==> src/rtl/cpwm_pkg.sv <==
package cpwm_pkg;
    typedef enum logic {
        COUNT_UP   = 1'b0,
        COUNT_DOWN = 1'b1
    } dir_state_t;

    typedef enum logic [1:0] {
        SOC_OFF   = 2'b00,
        SOC_ZERO  = 2'b01,
        SOC_TOP   = 2'b10,
        SOC_MATCH = 2'b11
    } soc_src_t;

    localparam logic [1:0] CODE_LOW  = 2'b00;
    localparam logic [1:0] CODE_INV  = 2'b01;
    localparam logic [1:0] CODE_TRUE = 2'b10;
    localparam logic [1:0] CODE_HIGH = 2'b11;
endpackage

==> src/rtl/cpwm_prescaler.sv <==
module cpwm_prescaler #(
    parameter int PRE_W = 3
) (
    input  logic             clk,
    input  logic             rst_n,
    input  logic [PRE_W-1:0] div_sel,
    output logic             tick
);
    localparam int DIV_W = (1 << PRE_W) - 1;

    logic [DIV_W-1:0] div_cnt;
    logic [DIV_W-1:0] div_mask;

    always_comb begin
        div_mask = DIV_W'((32'd1 << div_sel) - 32'd1);
        tick     = (div_cnt >= div_mask);
    end

    always_ff @(posedge clk or negedge rst_n) begin
        if (!rst_n)      div_cnt <= '0;
        else if (tick)   div_cnt <= '0;
        else             div_cnt <= div_cnt + {{(DIV_W-1){1'b0}}, 1'b1};
    end

    // with divide-by-one selected every clock is a tick
    assert_div1_tick_R1: assert property (@(posedge clk) disable iff (!rst_n)
        (div_sel == '0) |-> tick)
        else $error("prescaler idle with divide-by-one");
endmodule

==> src/rtl/cpwm_timer.sv <==
module cpwm_timer
    import cpwm_pkg::*;
#(
    parameter int CNT_W = 16
) (
    input  logic             clk,
    input  logic             rst_n,
    input  logic             tick,
    input  logic             updown,
    input  logic [CNT_W-1:0] period_in,
    input  logic             cmp_hit_nx,
    input  logic [1:0]       soc_sel,
    output logic [CNT_W-1:0] cnt_nx,
    output logic [CNT_W-1:0] cnt_q,
    output logic             cnt_zero,
    output logic             soc_q
);
    localparam logic [CNT_W-1:0] ONE = {{(CNT_W-1){1'b0}}, 1'b1};

    dir_state_t       st_q, st_nx;
    logic [CNT_W-1:0] per_act, per_eff;
    logic             soc_nx;

    always_comb begin
        cnt_zero = (cnt_q == '0);
        per_eff  = cnt_zero ? period_in : per_act;
    end

    // next state and next count
    always_comb begin
        st_nx  = st_q;
        cnt_nx = cnt_q;
        if (tick) begin
            unique case (st_q)
                COUNT_UP: begin
                    if (!updown) begin
                        cnt_nx = (cnt_q >= per_eff) ? '0 : cnt_q + ONE;
                    end else if (cnt_q < per_eff) begin
                        cnt_nx = cnt_q + ONE;
                    end else if (cnt_q > ONE) begin
                        cnt_nx = cnt_q - ONE;
                        st_nx  = COUNT_DOWN;
                    end else begin
                        cnt_nx = '0;
                    end
                end
                COUNT_DOWN: begin
                    if (!updown) begin
                        st_nx  = COUNT_UP;
                        cnt_nx = (cnt_q >= per_eff) ? '0 : cnt_q + ONE;
                    end else if (cnt_q > ONE) begin
                        cnt_nx = cnt_q - ONE;
                    end else begin
                        cnt_nx = '0;
                        st_nx  = COUNT_UP;
                    end
                end
            endcase
        end
    end

    always_comb begin
        soc_nx = 1'b0;
        if (tick) begin
            unique case (soc_src_t'(soc_sel))
                SOC_OFF:   soc_nx = 1'b0;
                SOC_ZERO:  soc_nx = (cnt_nx == '0);
                SOC_TOP:   soc_nx = (cnt_nx == per_eff);
                SOC_MATCH: soc_nx = cmp_hit_nx;
            endcase
        end
    end

    // state register
    always_ff @(posedge clk or negedge rst_n) begin
        if (!rst_n) st_q <= COUNT_UP;
        else        st_q <= st_nx;
    end

    // registered outputs and shadow
    always_ff @(posedge clk or negedge rst_n) begin
        if (!rst_n) begin
            cnt_q   <= '0;
            per_act <= '0;
            soc_q   <= 1'b0;
        end else begin
            cnt_q <= cnt_nx;
            soc_q <= soc_nx;
            if (cnt_zero) per_act <= period_in;
        end
    end

    assert_idle_hold_R1: assert property (@(posedge clk) disable iff (!rst_n)
        !tick |=> $stable(cnt_q))
        else $error("counter moved without tick");

    assert_in_range_R2: assert property (@(posedge clk) disable iff (!rst_n)
        cnt_q <= per_eff)
        else $error("counter above period");

    assert_down_steps_R3: assert property (@(posedge clk) disable iff (!rst_n)
        (st_q == COUNT_DOWN && tick && updown) |=> (cnt_q < $past(cnt_q)))
        else $error("down state did not decrement");

    assert_period_hold_R6: assert property (@(posedge clk) disable iff (!rst_n)
        !cnt_zero |=> $stable(per_act))
        else $error("period shadow changed away from zero");

    assert_soc_off_R9: assert property (@(posedge clk) disable iff (!rst_n)
        (soc_sel == SOC_OFF) |=> !soc_q)
        else $error("trigger pulsed while disabled");
endmodule

==> src/rtl/cpwm_channel.sv <==
module cpwm_channel
    import cpwm_pkg::*;
#(
    parameter int CNT_W  = 16,
    parameter bit IS_REF = 1'b0
) (
    input  logic             clk,
    input  logic             rst_n,
    input  logic [CNT_W-1:0] cnt_q,
    input  logic [CNT_W-1:0] cnt_nx,
    input  logic             cnt_zero,
    input  logic [CNT_W-1:0] cmp_in,
    input  logic [1:0]       code_a,
    input  logic [1:0]       code_b,
    output logic             hit_nx,
    output logic [1:0]       pwm_pair
);
    logic [CNT_W-1:0] cmp_act, cmp_eff;
    logic             raw;

    function automatic logic drive(input logic [1:0] code, input logic r);
        unique case (code)
            CODE_LOW:  drive = 1'b0;
            CODE_INV:  drive = ~r;
            CODE_TRUE: drive = r;
            CODE_HIGH: drive = 1'b1;
        endcase
    endfunction

    always_comb begin
        cmp_eff     = cnt_zero ? cmp_in : cmp_act;
        raw         = (cnt_q < cmp_eff);
        hit_nx      = IS_REF && (cnt_nx == cmp_eff);
        pwm_pair[0] = drive(code_a, raw);
        pwm_pair[1] = drive(code_b, raw);
    end

    always_ff @(posedge clk or negedge rst_n) begin
        if (!rst_n)        cmp_act <= '0;
        else if (cnt_zero) cmp_act <= cmp_in;
    end

    assert_cmp_hold_R7: assert property (@(posedge clk) disable iff (!rst_n)
        !cnt_zero |=> $stable(cmp_act))
        else $error("compare shadow changed away from zero");

    assert_pair_match_R4: assert property (@(posedge clk) disable iff (!rst_n)
        (code_a == code_b) |-> (pwm_pair[0] == pwm_pair[1]))
        else $error("pair outputs disagree with equal codes");
endmodule

==> src/rtl/cmp_pwm_timer.sv <==
module cmp_pwm_timer #(
    parameter int CNT_W  = 16,
    parameter int PRE_W  = 3,
    parameter int NUM_CH = 3
) (
    input  logic                    clk,
    input  logic                    rst_n,
    input  logic                    updown_mode,
    input  logic [PRE_W-1:0]        clk_div_sel,
    input  logic [CNT_W-1:0]        period_in,
    input  logic [NUM_CH*CNT_W-1:0] compare_in,
    input  logic [4*NUM_CH-1:0]     action_word,
    input  logic [1:0]              soc_sel,
    output logic [2*NUM_CH-1:0]     pwm_out,
    output logic                    soc_pulse,
    output logic [CNT_W-1:0]        counter_value
);
    logic             tick;
    logic [CNT_W-1:0] cnt_q, cnt_nx;
    logic             cnt_zero;
    logic [NUM_CH-1:0] hit_vec;
    logic             cmp_hit_nx;

    assign cmp_hit_nx    = |hit_vec;
    assign counter_value = cnt_q;

    cpwm_prescaler #(.PRE_W(PRE_W)) u_pre (
        .clk     (clk),
        .rst_n   (rst_n),
        .div_sel (clk_div_sel),
        .tick    (tick)
    );

    cpwm_timer #(.CNT_W(CNT_W)) u_tmr (
        .clk        (clk),
        .rst_n      (rst_n),
        .tick       (tick),
        .updown     (updown_mode),
        .period_in  (period_in),
        .cmp_hit_nx (cmp_hit_nx),
        .soc_sel    (soc_sel),
        .cnt_nx     (cnt_nx),
        .cnt_q      (cnt_q),
        .cnt_zero   (cnt_zero),
        .soc_q      (soc_pulse)
    );

    for (genvar g = 0; g < NUM_CH; g++) begin : g_ch
        logic [1:0] pair;
        cpwm_channel #(.CNT_W(CNT_W), .IS_REF(g == 0)) u_ch (
            .clk      (clk),
            .rst_n    (rst_n),
            .cnt_q    (cnt_q),
            .cnt_nx   (cnt_nx),
            .cnt_zero (cnt_zero),
            .cmp_in   (compare_in[g*CNT_W +: CNT_W]),
            .code_a   (action_word[4*g +: 2]),
            .code_b   (action_word[4*g+2 +: 2]),
            .hit_nx   (hit_vec[g]),
            .pwm_pair (pair)
        );
        assign pwm_out[2*g +: 2] = pair;
    end
endmodule

==> config.mk <==
export PLATFORM = sky130hd
export DESIGN_NAME = cmp_pwm_timer
export DESIGN_NICKNAME = d
export VERILOG_FILES = /design/src/rtl/cpwm_pkg.sv /design/src/rtl/cpwm_prescaler.sv /design/src/rtl/cpwm_timer.sv /design/src/rtl/cpwm_channel.sv /design/src/rtl/cmp_pwm_timer.sv
export SDC_FILE = /design/constraint.sdc
export NUM_CORES = 1
export LEC_CHECK = 0
export CAP_MARGIN = 15
export CORE_UTILIZATION = 25
export CTS_CLUSTER_SIZE = 30
export DETAILED_ROUTE_END_ITERATION = 10
export DONT_BUFFER_PORTS = 1
export PLACE_DENSITY = 0.48
export SLEW_MARGIN = 0
export SYNTH_ARGS = -nofsm -noshare
export SYNTH_HDL_FRONTEND = slang
export SYNTH_SLANG_ARGS = --single-unit
==> constraint.sdc <==
create_clock -name clk -period 18.5 [get_ports clk]
set_input_delay 3.7 -clock clk [delete_from_list [all_inputs] [get_ports clk]]
set_output_delay 3.7 -clock clk [all_outputs]
set_load 0.005 [all_outputs]
==> results of run 1 <==
[sequential cells by signal (all words and copies together) (netlist names)]
register	count
g_ch.u_ch.cmp_act	48
u_tmr.cnt_q	16
u_pre.div_cnt	7
u_tmr.st_q	1
u_tmr.per_act	16
u_tmr.soc_q	1
[cells by family after synthesis]
group | synth area share
AO/OA/AOI/OAI | 0.1529
XOR/XNOR | 0.03822
adder cells (fa/ha/maj) | 0.1328
buffers and inverters | 0.06369
flip-flops | 0.3239
multiplexers | 0.1207
AND/OR/NAND/NOR | 0.1678
[worst max-delay path: cells and delay by family]
family | cells | cell delay (ns)
AOI/OAI and AO/OA | 6 | 0.89
muxes | 2 | 0.60
adders and majority gates | 1 | 0.31
and+or+nand+nor | 4 | 0.25
[final timing paths]
kind,to,cells after the start
min in group asynchronous,g_ch[1].u_ch.cmp_act[2],0
max in group asynchronous,g_ch[1].u_ch.cmp_act[12],0
max,pwm_out[0],13
max reg2reg,u_tmr.soc_q,17
min reg2reg,u_pre.div_cnt[0],1
min,u_pre.div_cnt[0],1
[cells in the final DEF, fill, tap and decap left out, types with 15 or more instances in the layout]
cell type   n
nor2_1     46
nor3_1     15
a21oi_1    33
inv_1      74
nand2_1    82
mux2i_1    66
xnor2_1    17
dfrtp_1    89
mux2_2     15
o21a_1     16
o21ai_0    26
nand3_1    17
ha_1       73
[metal layers]
| layer | wire length, um | share of wire | global-route usage | vias up |
|---|---|---|---|---|
| met1 | 9739 | 0.47 | 0.2046 | 2644 |
| met3 | 1570 | 0.076 | 0.04161 | 18 |
| met2 | 9150 | 0.44 | 0.2359 | 175 |
| met5 | 0 | 0 | 0 | - |
| li1 | - | - | - | 2670 |
| met4 | 254 | 0.012 | 0.03630 | 0 |
[per-stage QoR]
step           hold slack [ns]  cells    util  cell area [um2]
3_3_place_gp            0.4685   1078  0.2672             7202
4_1_cts                 0.4907   1094  0.2777             7483
6_report                0.4827   1094  0.2777             7483
3_5_place_dp            0.4742   1078  0.2672             7202
2_1_floorplan           0.4462    761       -             6875
5_1_grt                 0.5108   1094  0.2777             7483
[area by class of cell]
cell class / count / area (um2) / share of cell area
multi-input cells: 566 / 4210 / 0.5626
flip-flops and latches: 89 / 2227 / 0.2976
repair buffers: 8 / 60.06 / 0.008025
clock buffers: 10 / 239.0 / 0.03193
well taps: 341 / 426.7 / 0.05701
clock inverters: 6 / 42.54 / 0.005685
inverters: 74 / 277.8 / 0.03712
[synthesized netlist by cell type (2+ instances only)]
library cell,n,area share
nor4_4,2,0.0062
inv_1,74,0.040
xor2_1,13,0.017
a211oi_1,7,0.0076
buf_1,3,0.0016
a31oi_1,6,0.0055
a21boi_0,3,0.0033
nor4_1,4,0.0036
nor3b_1,2,0.0022
xnor2_1,17,0.022
buf_6,3,0.0049
nand3_1,17,0.012
o211ai_1,3,0.0033
a221oi_1,6,0.0076
nor3_1,15,0.011
o32ai_1,5,0.0064
nor2b_1,8,0.0073
clkbuf_1,14,0.0076
a2bb2oi_1,2,0.0025
o31a_1,3,0.0038
a32oi_1,2,0.0025
or3_1,7,0.0064
mux2_2,15,0.025
a22oi_1,8,0.0087
a21oi_1,33,0.024
and3_1,2,0.0018
nand2b_1,6,0.0055
a21o_1,7,0.0076
o22a_1,3,0.0038
buf_2,11,0.0080
o22ai_1,8,0.0073
o21a_1,16,0.017
dfrtp_1,89,0.32
nor2_1,46,0.025
o21ai_0,26,0.019
nand4_1,14,0.013
and2_1,8,0.0073
or4_1,3,0.0033
ha_1,73,0.13
nor4b_1,2,0.0025
o31ai_1,3,0.0033
nand2_1,82,0.045
or2_2,2,0.0018
mux2i_1,66,0.096
[power by group through the flow]
stage                     clock network [W]  logic (W)  registers [W]
final                              0.000180   0.000737       0.000355
after global routing               0.000191   0.000830       0.000368
after CTS                          0.000185   0.000735       0.000357
after detailed placement                  0   0.000731       0.000361
after global placement                    0   0.000731       0.000360
after floorplan                           0   0.000566       0.000318
==> metrics.yaml, run 1 <==
finish:
  nNetsFinal: 905
  area_delta_synth_final_pct: 8.844
  antenna_cells: 0
  fillers: 2847
  final_layout_size_suffix_gt1_frac: 0.06507
clocking:
  cts_tree: "yes"
  cts_max_level: 3
  cts_setup_buffers: 0
  clk_path_buf_depth: 2
  cts-root-buf: "clkbuf_16"
  clock_latency_ns: 0.36
  cts_buffers: 9
  clock_sinks: 89
  hold_buffers: 0
  path_clk_slew_ns: 0.07
  cts-resized-gates: 0
logic_synthesis:
  syn_inst: 761
  synth-main-ff-cell: "dfrtp_1"
  synth_edf_count: 0
  ys_ff_latch: 89
  ys_warn_count: 0
  ys_types: 66
  avgSynthCellArea_um2: 9.035
  syn_area_mm2: 0.006875
  async_flop_share: 1.000
  synth_nets: 918
  ys_seq_area_frac: 0.3239
global_routing:
  antenna_found_initial: 0
  first_global_vias: 5411
  grt.overflow.total: 0
  grt_use_total: 0.1507
  grt_pass1_wl_mm: 32.55
  grt_max_degree: 90
placed_design:
  pre_cts_slack_ns: 9.014
  gp_congestion: 0.8910
  place_hpwl_mm: 15.37
  port_buffers: 0
worst_setup_path:
  slowest_stage: "mux2_2"
  cpMostUsedCell: "a21oi_1"
  cp-startpoint: "compare_in[9]"
  cp.arrival_ns: 5.77
  path_class: "in2out"
  endpoint_kind: "output pin"
  r2r_start: "u_tmr.cnt_q[9]"
  crit_required_ns: 14.80
  cpPeakStageDelay_ns: 0.36
  r2r_setup_slack_ns: 11.48
  cp_max_fo: 2
  crit_path_start_kind: "input port"
  crit_chain: "mux2i_1, ha_1, a21oi_1, nor2b_1, o21ai_0, nand2b_1, a21oi_1, nor2b_1, o21ai_0, nand2b_1, a21oi_1, o31a_1, mux2_2"
timing:
  fmax_mhz: 105.6
  setup_viol: 0
  post-route-period-util: 0.5116
  fin_tns_setup_ns: 0
  fin_crit_ns: 9.465
  grt_setup_unrepaired: "false"
  hold_violations: 0
  worst_pin_slew_ns: 0.9965
  slew_violations: 0
  skew_ns: 0.009422
  fin_ws_ns: 9.035
  slew_headroom: 0.3341
die:
  die_h_um: 167.8
  die-area_mm2: 0.02817
  initial_core_util: 0.2551
  core_mm2: 0.02695
  num_rows: 60
  io_pins: 107
  dieWidth_um: 167.8
power_and_ir_drop:
  internal-power_w: 0.0006589
  powerDensity_mw_per_mm2: 170.1
  design_power_total_w: 0.001273
  seqPwrFrac: 0.279
  comb_power_share: 0.580
  switching_share: 0.4823
  leakage_nw: 3.388
  ir_drop_mv: 0.06620
  p_switching_w: 0.0006137
  power.share.clock: 0.141
detailed_routing:
  wl_per_cell_um: 18.94
  wl_mm: 20.72
  drtIter0Drc: 464
  routed_via_density: 5.034
  drt.antenna.violating_nets: 0
  drc: 0
  dr.pass1.iters: 5
  num_vias: 5507
worst_hold_path:
  hold_class: "reg2reg"
  worstHoldStart: "u_pre.div_cnt[0]"
outcome:
  status: "finished clean"
job:
  drv_cap: 0
No activity file was read; power rests on OpenSTA's default activity.
==> run 2, diff against run 1 <==
==> constraint.sdc (replaced) <==
create_clock -name clk -period 9.6 [get_ports clk]
set_input_delay 1.92 -clock clk [delete_from_list [all_inputs] [get_ports clk]]
set_output_delay 1.92 -clock clk [all_outputs]
set_load 0.005 [all_outputs]
==> metrics.yaml, run 2 (synthesized netlist as in run 1, its figures left out) <==
outcome:
  status: "finished clean"
timing:
  fin_tns_setup_ns: 0
  post-route-period-util: 0.7055
  skew_ns: 0.008365
  slew_headroom: 0.3537
  worst_pin_slew_ns: 0.9671
  slew_violations: 0
  grt_setup_unrepaired: "false"
  fin_crit_ns: 6.773
  hold_violations: 0
  fmax_mhz: 147.7
  setup_viol: 0
clocking:
  cts-resized-gates: 0
  cts_buffers: 9
  path_clk_slew_ns: 0.07
  clk_path_buf_depth: 2
  clock_sinks: 89
  clock_latency_ns: 0.36
  cts_setup_buffers: 0
  cts-root-buf: "clkbuf_16"
  hold_buffers: 0
  cts_max_level: 3
  cts_tree: "yes"
finish:
  final_layout_size_suffix_gt1_frac: 0.06614
  post-route-util: 0.2799
  largest_reg_flops: 48
  final_common_cell: "dfrtp_1"
  nNetsFinal: 908
  top_register: "g_ch.u_ch.cmp_act"
  mostFrequentLayoutCells: "89 x dfrtp_1, 82 x nand2_1, 74 x inv_1, 73 x ha_1, 66 x mux2i_1"
  fillers: 2832
  antenna_cells: 0
  reg.largest.list: "g_ch.u_ch.cmp_act (48), u_tmr.cnt_q (16), u_tmr.per_act (16)"
  area_delta_synth_final_pct: 9.736
detailed_routing:
  wl_per_cell_um: 19.02
  num_vias: 5483
  drt.antenna.violating_nets: 0
  routed_via_density: 4.998
  wl_mm: 20.87
  drc: 0
  dr.pass1.iters: 5
  drtIter0Drc: 473
placed_design:
  place_hpwl_mm: 15.83
  port_buffers: 0
  gp_congestion: 0.8954
global_routing:
  grt.overflow.total: 0
  grt_pass1_wl_mm: 32.29
  first_global_vias: 5345
  grt_use_total: 0.1514
  grt_max_degree: 90
  antenna_found_initial: 0
worst_setup_path:
  reg2reg_to: "u_tmr.soc_q"
  cp.arrival_ns: 4.85
  slowest_stage: "dfrtp_1"
  cpPeakStageDelay_ns: 0.64
  crit_chain: "or3_4, or4_4, nor4_4, buf_12, mux2i_1, ha_1, o21a_1, o21a_1, o21ai_0, a21oi_1, nor2_1, o31a_1, mux2_2"
  crit_path_start_kind: "flip-flop"
  r2r_setup_slack_ns: 3.22
  endpoint_kind: "output pin"
  cpMostUsedCell: "o21a_1"
  crit_buf_inv: 1
  path_class: "reg2out"
  crit_family: "simple AND/OR/NAND/NOR gates"
  ff2ff_path_depth: 17
  crit_required_ns: 7.68
  cp_max_fo: 86
  r2r_start: "u_tmr.cnt_q[9]"
die:
  num_rows: 60
  io_pins: 107
  dieWidth_um: 167.8
  initial_core_util: 0.2551
  die-area_mm2: 0.02817
  die_h_um: 167.8
  core_mm2: 0.02695
job:
  drv_cap: 0
power_and_ir_drop:
  powerDensity_mw_per_mm2: 329.8
  leakage_nw: 3.421
  ir_drop_mv: 0.1314
worst_hold_path:
  min_path_cells: 2
  worstHoldStart: "g_ch[2].u_ch.cmp_act[12]"
  holdPathEnd: "g_ch[2].u_ch.cmp_act[12]"
  hold_class: "reg2reg"
## run 2: cell types whose count changed in the layout (fill, tap and decap cells not counted)
cell	delta
clkinvlp_4	-2
buf_4	+2
clkbuf_8	+1
bufinv_16	+1
clkinv_2	-2
clkbuf_1	+2
buf_12	+1
## run 2: power breakdown
group	internal (W)	leakage, nW	total, W	switching (W)
clock network	0.000218	0.150	0.000377	0.000159
registers	0.000515	1.15	0.000668	0.000153
logic	0.000582	2.12	0.00144	0.000862
total	0.00131	3.42	0.00249	0.00117
## run 2: worst max-delay path by stage
stage,depth (start not counted),startpoint,slack [ns],end
after detailed placement,16,u_tmr.cnt_q[9],3.20,pwm_out[0]
after CTS,16,u_tmr.cnt_q[9],2.80,pwm_out[0]
final,13,u_tmr.cnt_q[9],2.83,pwm_out[0]
after global routing,17,u_tmr.cnt_q[9],2.48,pwm_out[1]
after floorplan,22,u_tmr.cnt_q[9],2.87,pwm_out[4]
after global placement,16,u_tmr.cnt_q[9],3.20,pwm_out[0]
## run 2: routing by layer
metal | GRT usage | vias up | routed length (um)
li1 | - | 2684 | -
met1 | 0.2009 | 2591 | 9396
met2 | 0.2344 | 180 | 9337
met3 | 0.04701 | 28 | 1648
met4 | 0.04587 | 0 | 486
met5 | 0 | - | 0
## run 2: cell type report
| type | count | area, um2 | share of cell area |
|---|---|---|---|
| repair buffers | 11 | 95.09 | 0.01260 |
| well taps | 341 | 426.7 | 0.05655 |
| inverters | 74 | 277.8 | 0.03682 |
| multi-input cells | 566 | 4210 | 0.5580 |
| flip-flops and latches | 89 | 2227 | 0.2952 |
| clock buffers | 13 | 260.3 | 0.03449 |
| clock inverters | 3 | 47.55 | 0.006302 |
## run 2: stage by stage
| stage | std cells | setup slack, ns | power [W] | hold WS (ns) | area (um2) |
|---|---|---|---|---|---|
| global route | 1097 | 2.483 | 0.002712 | 0.5126 | 7545 |
| global placement | 1081 | 3.198 | 0.002110 | 0.4710 | 7237 |
| detailed placement | 1081 | 3.199 | 0.002111 | 0.4752 | 7237 |
| finish | 1097 | 2.827 | 0.002488 | 0.4834 | 7545 |
| CTS | 1097 | 2.803 | 0.002500 | 0.4927 | 7545 |
| floorplan | 761 | 2.873 | 0.001704 | 0.4462 | 6875 |
## run 2: worst reg2reg max path: stages, from the launching register on
cell      delay, ns
dfrtp_1        0.64
or3_4          0.50
or4_4          0.47
nor4_4         0.20
buf_12         0.45
mux2i_1        0.23
ha_1           0.34
nand4_1        0.16
nor4_1         0.49
a21bo_1        0.27
nand2_1        0.23
or2_0          0.58
o221ai_1       0.24
mux2_2         0.33
or4_1          0.38
or4b_1         0.51
nor4_2         0.16
a31o_1         0.13
==> run 3, diff against run 2 <==
--- a/config.mk
+++ b/config.mk
@@ -10,7 +10,7 @@
 export CTS_CLUSTER_SIZE = 30
 export DETAILED_ROUTE_END_ITERATION = 10
 export DONT_BUFFER_PORTS = 1
-export PLACE_DENSITY = 0.48
+export PLACE_DENSITY = 0.5
 export SLEW_MARGIN = 0
 export SYNTH_ARGS = -nofsm -noshare
 export SYNTH_HDL_FRONTEND = slang
==> constraint.sdc (replaced) <==
create_clock -name clk -period 5.9 [get_ports clk]
set_input_delay 1.18 -clock clk [delete_from_list [all_inputs] [get_ports clk]]
set_output_delay 1.18 -clock clk [all_outputs]
set_load 0.005 [all_outputs]
==> metrics.yaml, run 3 (synthesized netlist as in run 1, its figures left out) <==
detailed_routing:
  wl_per_cell_um: 19.01
  routed_via_density: 5.049
  drc: 0
  num_vias: 5650
  drt.antenna.violating_nets: 0
  dr.pass1.iters: 5
  wl_mm: 21.28
  drtIter0Drc: 357
global_routing:
  top_usage_layer: "met2"
  gr-usage-met3: 0.04937
  antenna_found_initial: 0
  grt_use_total: 0.1544
  grt_max_degree: 90
  first_global_vias: 5653
  grt_pass1_wl_mm: 33.24
  use_met2: 0.2502
  grt.overflow.total: 0
  met1_usage: 0.1938
finish:
  area_delta_synth_final_pct: 12.94
  layoutNonFillerInstCount: 1119
  final_area_mm2: 0.007765
  final_common_cell: "dfrtp_1"
  mostFrequentLayoutCells: "89 x dfrtp_1, 81 x nand2_1, 74 x inv_1, 73 x ha_1, 65 x mux2i_1"
  final_layout_size_suffix_gt1_frac: 0.1015
  reg.largest.list: "g_ch.u_ch.cmp_act (48), u_tmr.cnt_q (16), u_tmr.per_act (16)"
  largest_reg_flops: 48
  top_register: "g_ch.u_ch.cmp_act"
  antenna_cells: 0
  nNetsFinal: 930
die:
  die_h_um: 167.8
  core_mm2: 0.02695
  num_rows: 60
  initial_core_util: 0.2551
  io_pins: 107
  die-area_mm2: 0.02817
  dieWidth_um: 167.8
placed_design:
  dpl.cell_count: 1103
  pre_cts_slack_ns: 0.3610
  dpl-instance-area_mm2: 0.007423
  gp_congestion: 0.8969
  place_hpwl_mm: 16.21
  port_buffers: 0
timing:
  worst_pin_slew_ns: 0.9204
  slew_violations: 0
  skew_ns: 0.01005
  fin_tns_setup_ns: 0
  grt_setup_unrepaired: "false"
  fmax_mhz: 179.0
  hold_violations: 0
  slew_headroom: 0.3849
  post-route-period-util: 0.9470
  fin_crit_ns: 5.588
  setup_viol: 0
  fin_ws_ns: 0.3124
  holdWs_ns: 0.4812
clocking:
  path_clk_slew_ns: 0.07
  cts-root-buf: "clkbuf_16"
  cts_buffers: 9
  cts_tree: "yes"
  cts-resized-gates: 0
  cts_setup_buffers: 0
  clock_latency_ns: 0.35
  clk_path_buf_depth: 2
  cts_max_level: 3
  clock_sinks: 89
  hold_buffers: 0
worst_setup_path:
  cp_max_fo: 32
  crit_required_ns: 4.72
  crit_path_start_kind: "flip-flop"
  cp.arrival_ns: 4.41
  path_class: "reg2out"
  endpoint_kind: "output pin"
power_and_ir_drop:
  power.share.clock: 0.153
  ir_drop_mv: 0.2168
  seqPwrFrac: 0.225
  switching_share: 0.4596
  internal-power_w: 0.002272
  comb_power_share: 0.622
  p_switching_w: 0.001932
  powerDensity_mw_per_mm2: 541.4
  leakage_nw: 3.548
job:
  drv_cap: 0
worst_hold_path:
  hold_class: "reg2reg"
outcome:
  status: "finished clean"
[run 3: final timing paths]
path | start | endpoint | slack (ns) | cells after the start
setup / recovery | u_tmr.cnt_q[10] | pwm_out[1] | 0.31 | 14
hold / removal | u_pre.div_cnt[0] | u_pre.div_cnt[0] | 0.48 | 1
setup reg to reg | u_tmr.cnt_q[10] | u_tmr.soc_q | 0.31 | 20
hold reg to reg | u_pre.div_cnt[0] | u_pre.div_cnt[0] | 0.48 | 1
max in group asynchronous | rst_n | u_tmr.per_act[4] | 5.24 | 0
min in group asynchronous | rst_n | g_ch[1].u_ch.cmp_act[0] | 0.52 | 0
[run 3: routing by layer]
metal / routed length [um] / up-vias
met5: 0 / -
met4: 510 / 0
li1: - / 2730
met3: 1631 / 33
met2: 9763 / 204
met1: 9371 / 2683
[run 3: per-stage QoR]
step	utilization	total power, W
detailed placement	0.2754	0.003557
floorplan	-	0.002783
global placement	0.2754	0.003535
global route	0.2881	0.004597
CTS	0.2877	0.004223
finish	0.2881	0.004204
[run 3: power groups by stage]
stage	clock network (W)	registers, W	logic [W]
4_1_cts	0.000667	0.000944	0.00261
3_5_place_dp	0	0.000955	0.00260
3_3_place_gp	0	0.000955	0.00258
6_report	0.000644	0.000945	0.00262
5_1_grt	0.000684	0.000969	0.00294
2_1_floorplan	0	0.000998	0.00178
[run 3: critical path, cell delays in order, from the launching register on]
cell and delay, ns:
dfrtp_1 0.38, or3_4 0.40, or4_4 0.47, nor4_4 0.32
buf_12 0.26, buf_12 0.23, mux2i_1 0.32, ha_1 0.28
o21a_1 0.19, o21a_1 0.16, o21ai_0 0.16, a21oi_1 0.07
nor2_2 0.21, o31a_1 0.22, mux2_2 0.35
[run 3: final cells by class]
| type | count | area [um2] |
|---|---|---|
| fill | 2836 | 19190 |
| multi-input combinational | 566 | 4228 |
| sequential | 89 | 2227 |
| tap | 341 | 426.7 |
| inverter | 74 | 277.8 |
| timing repair buffer | 33 | 276.5 |
| clock buffer | 10 | 239.0 |
| clock inverter | 6 | 90.09 |
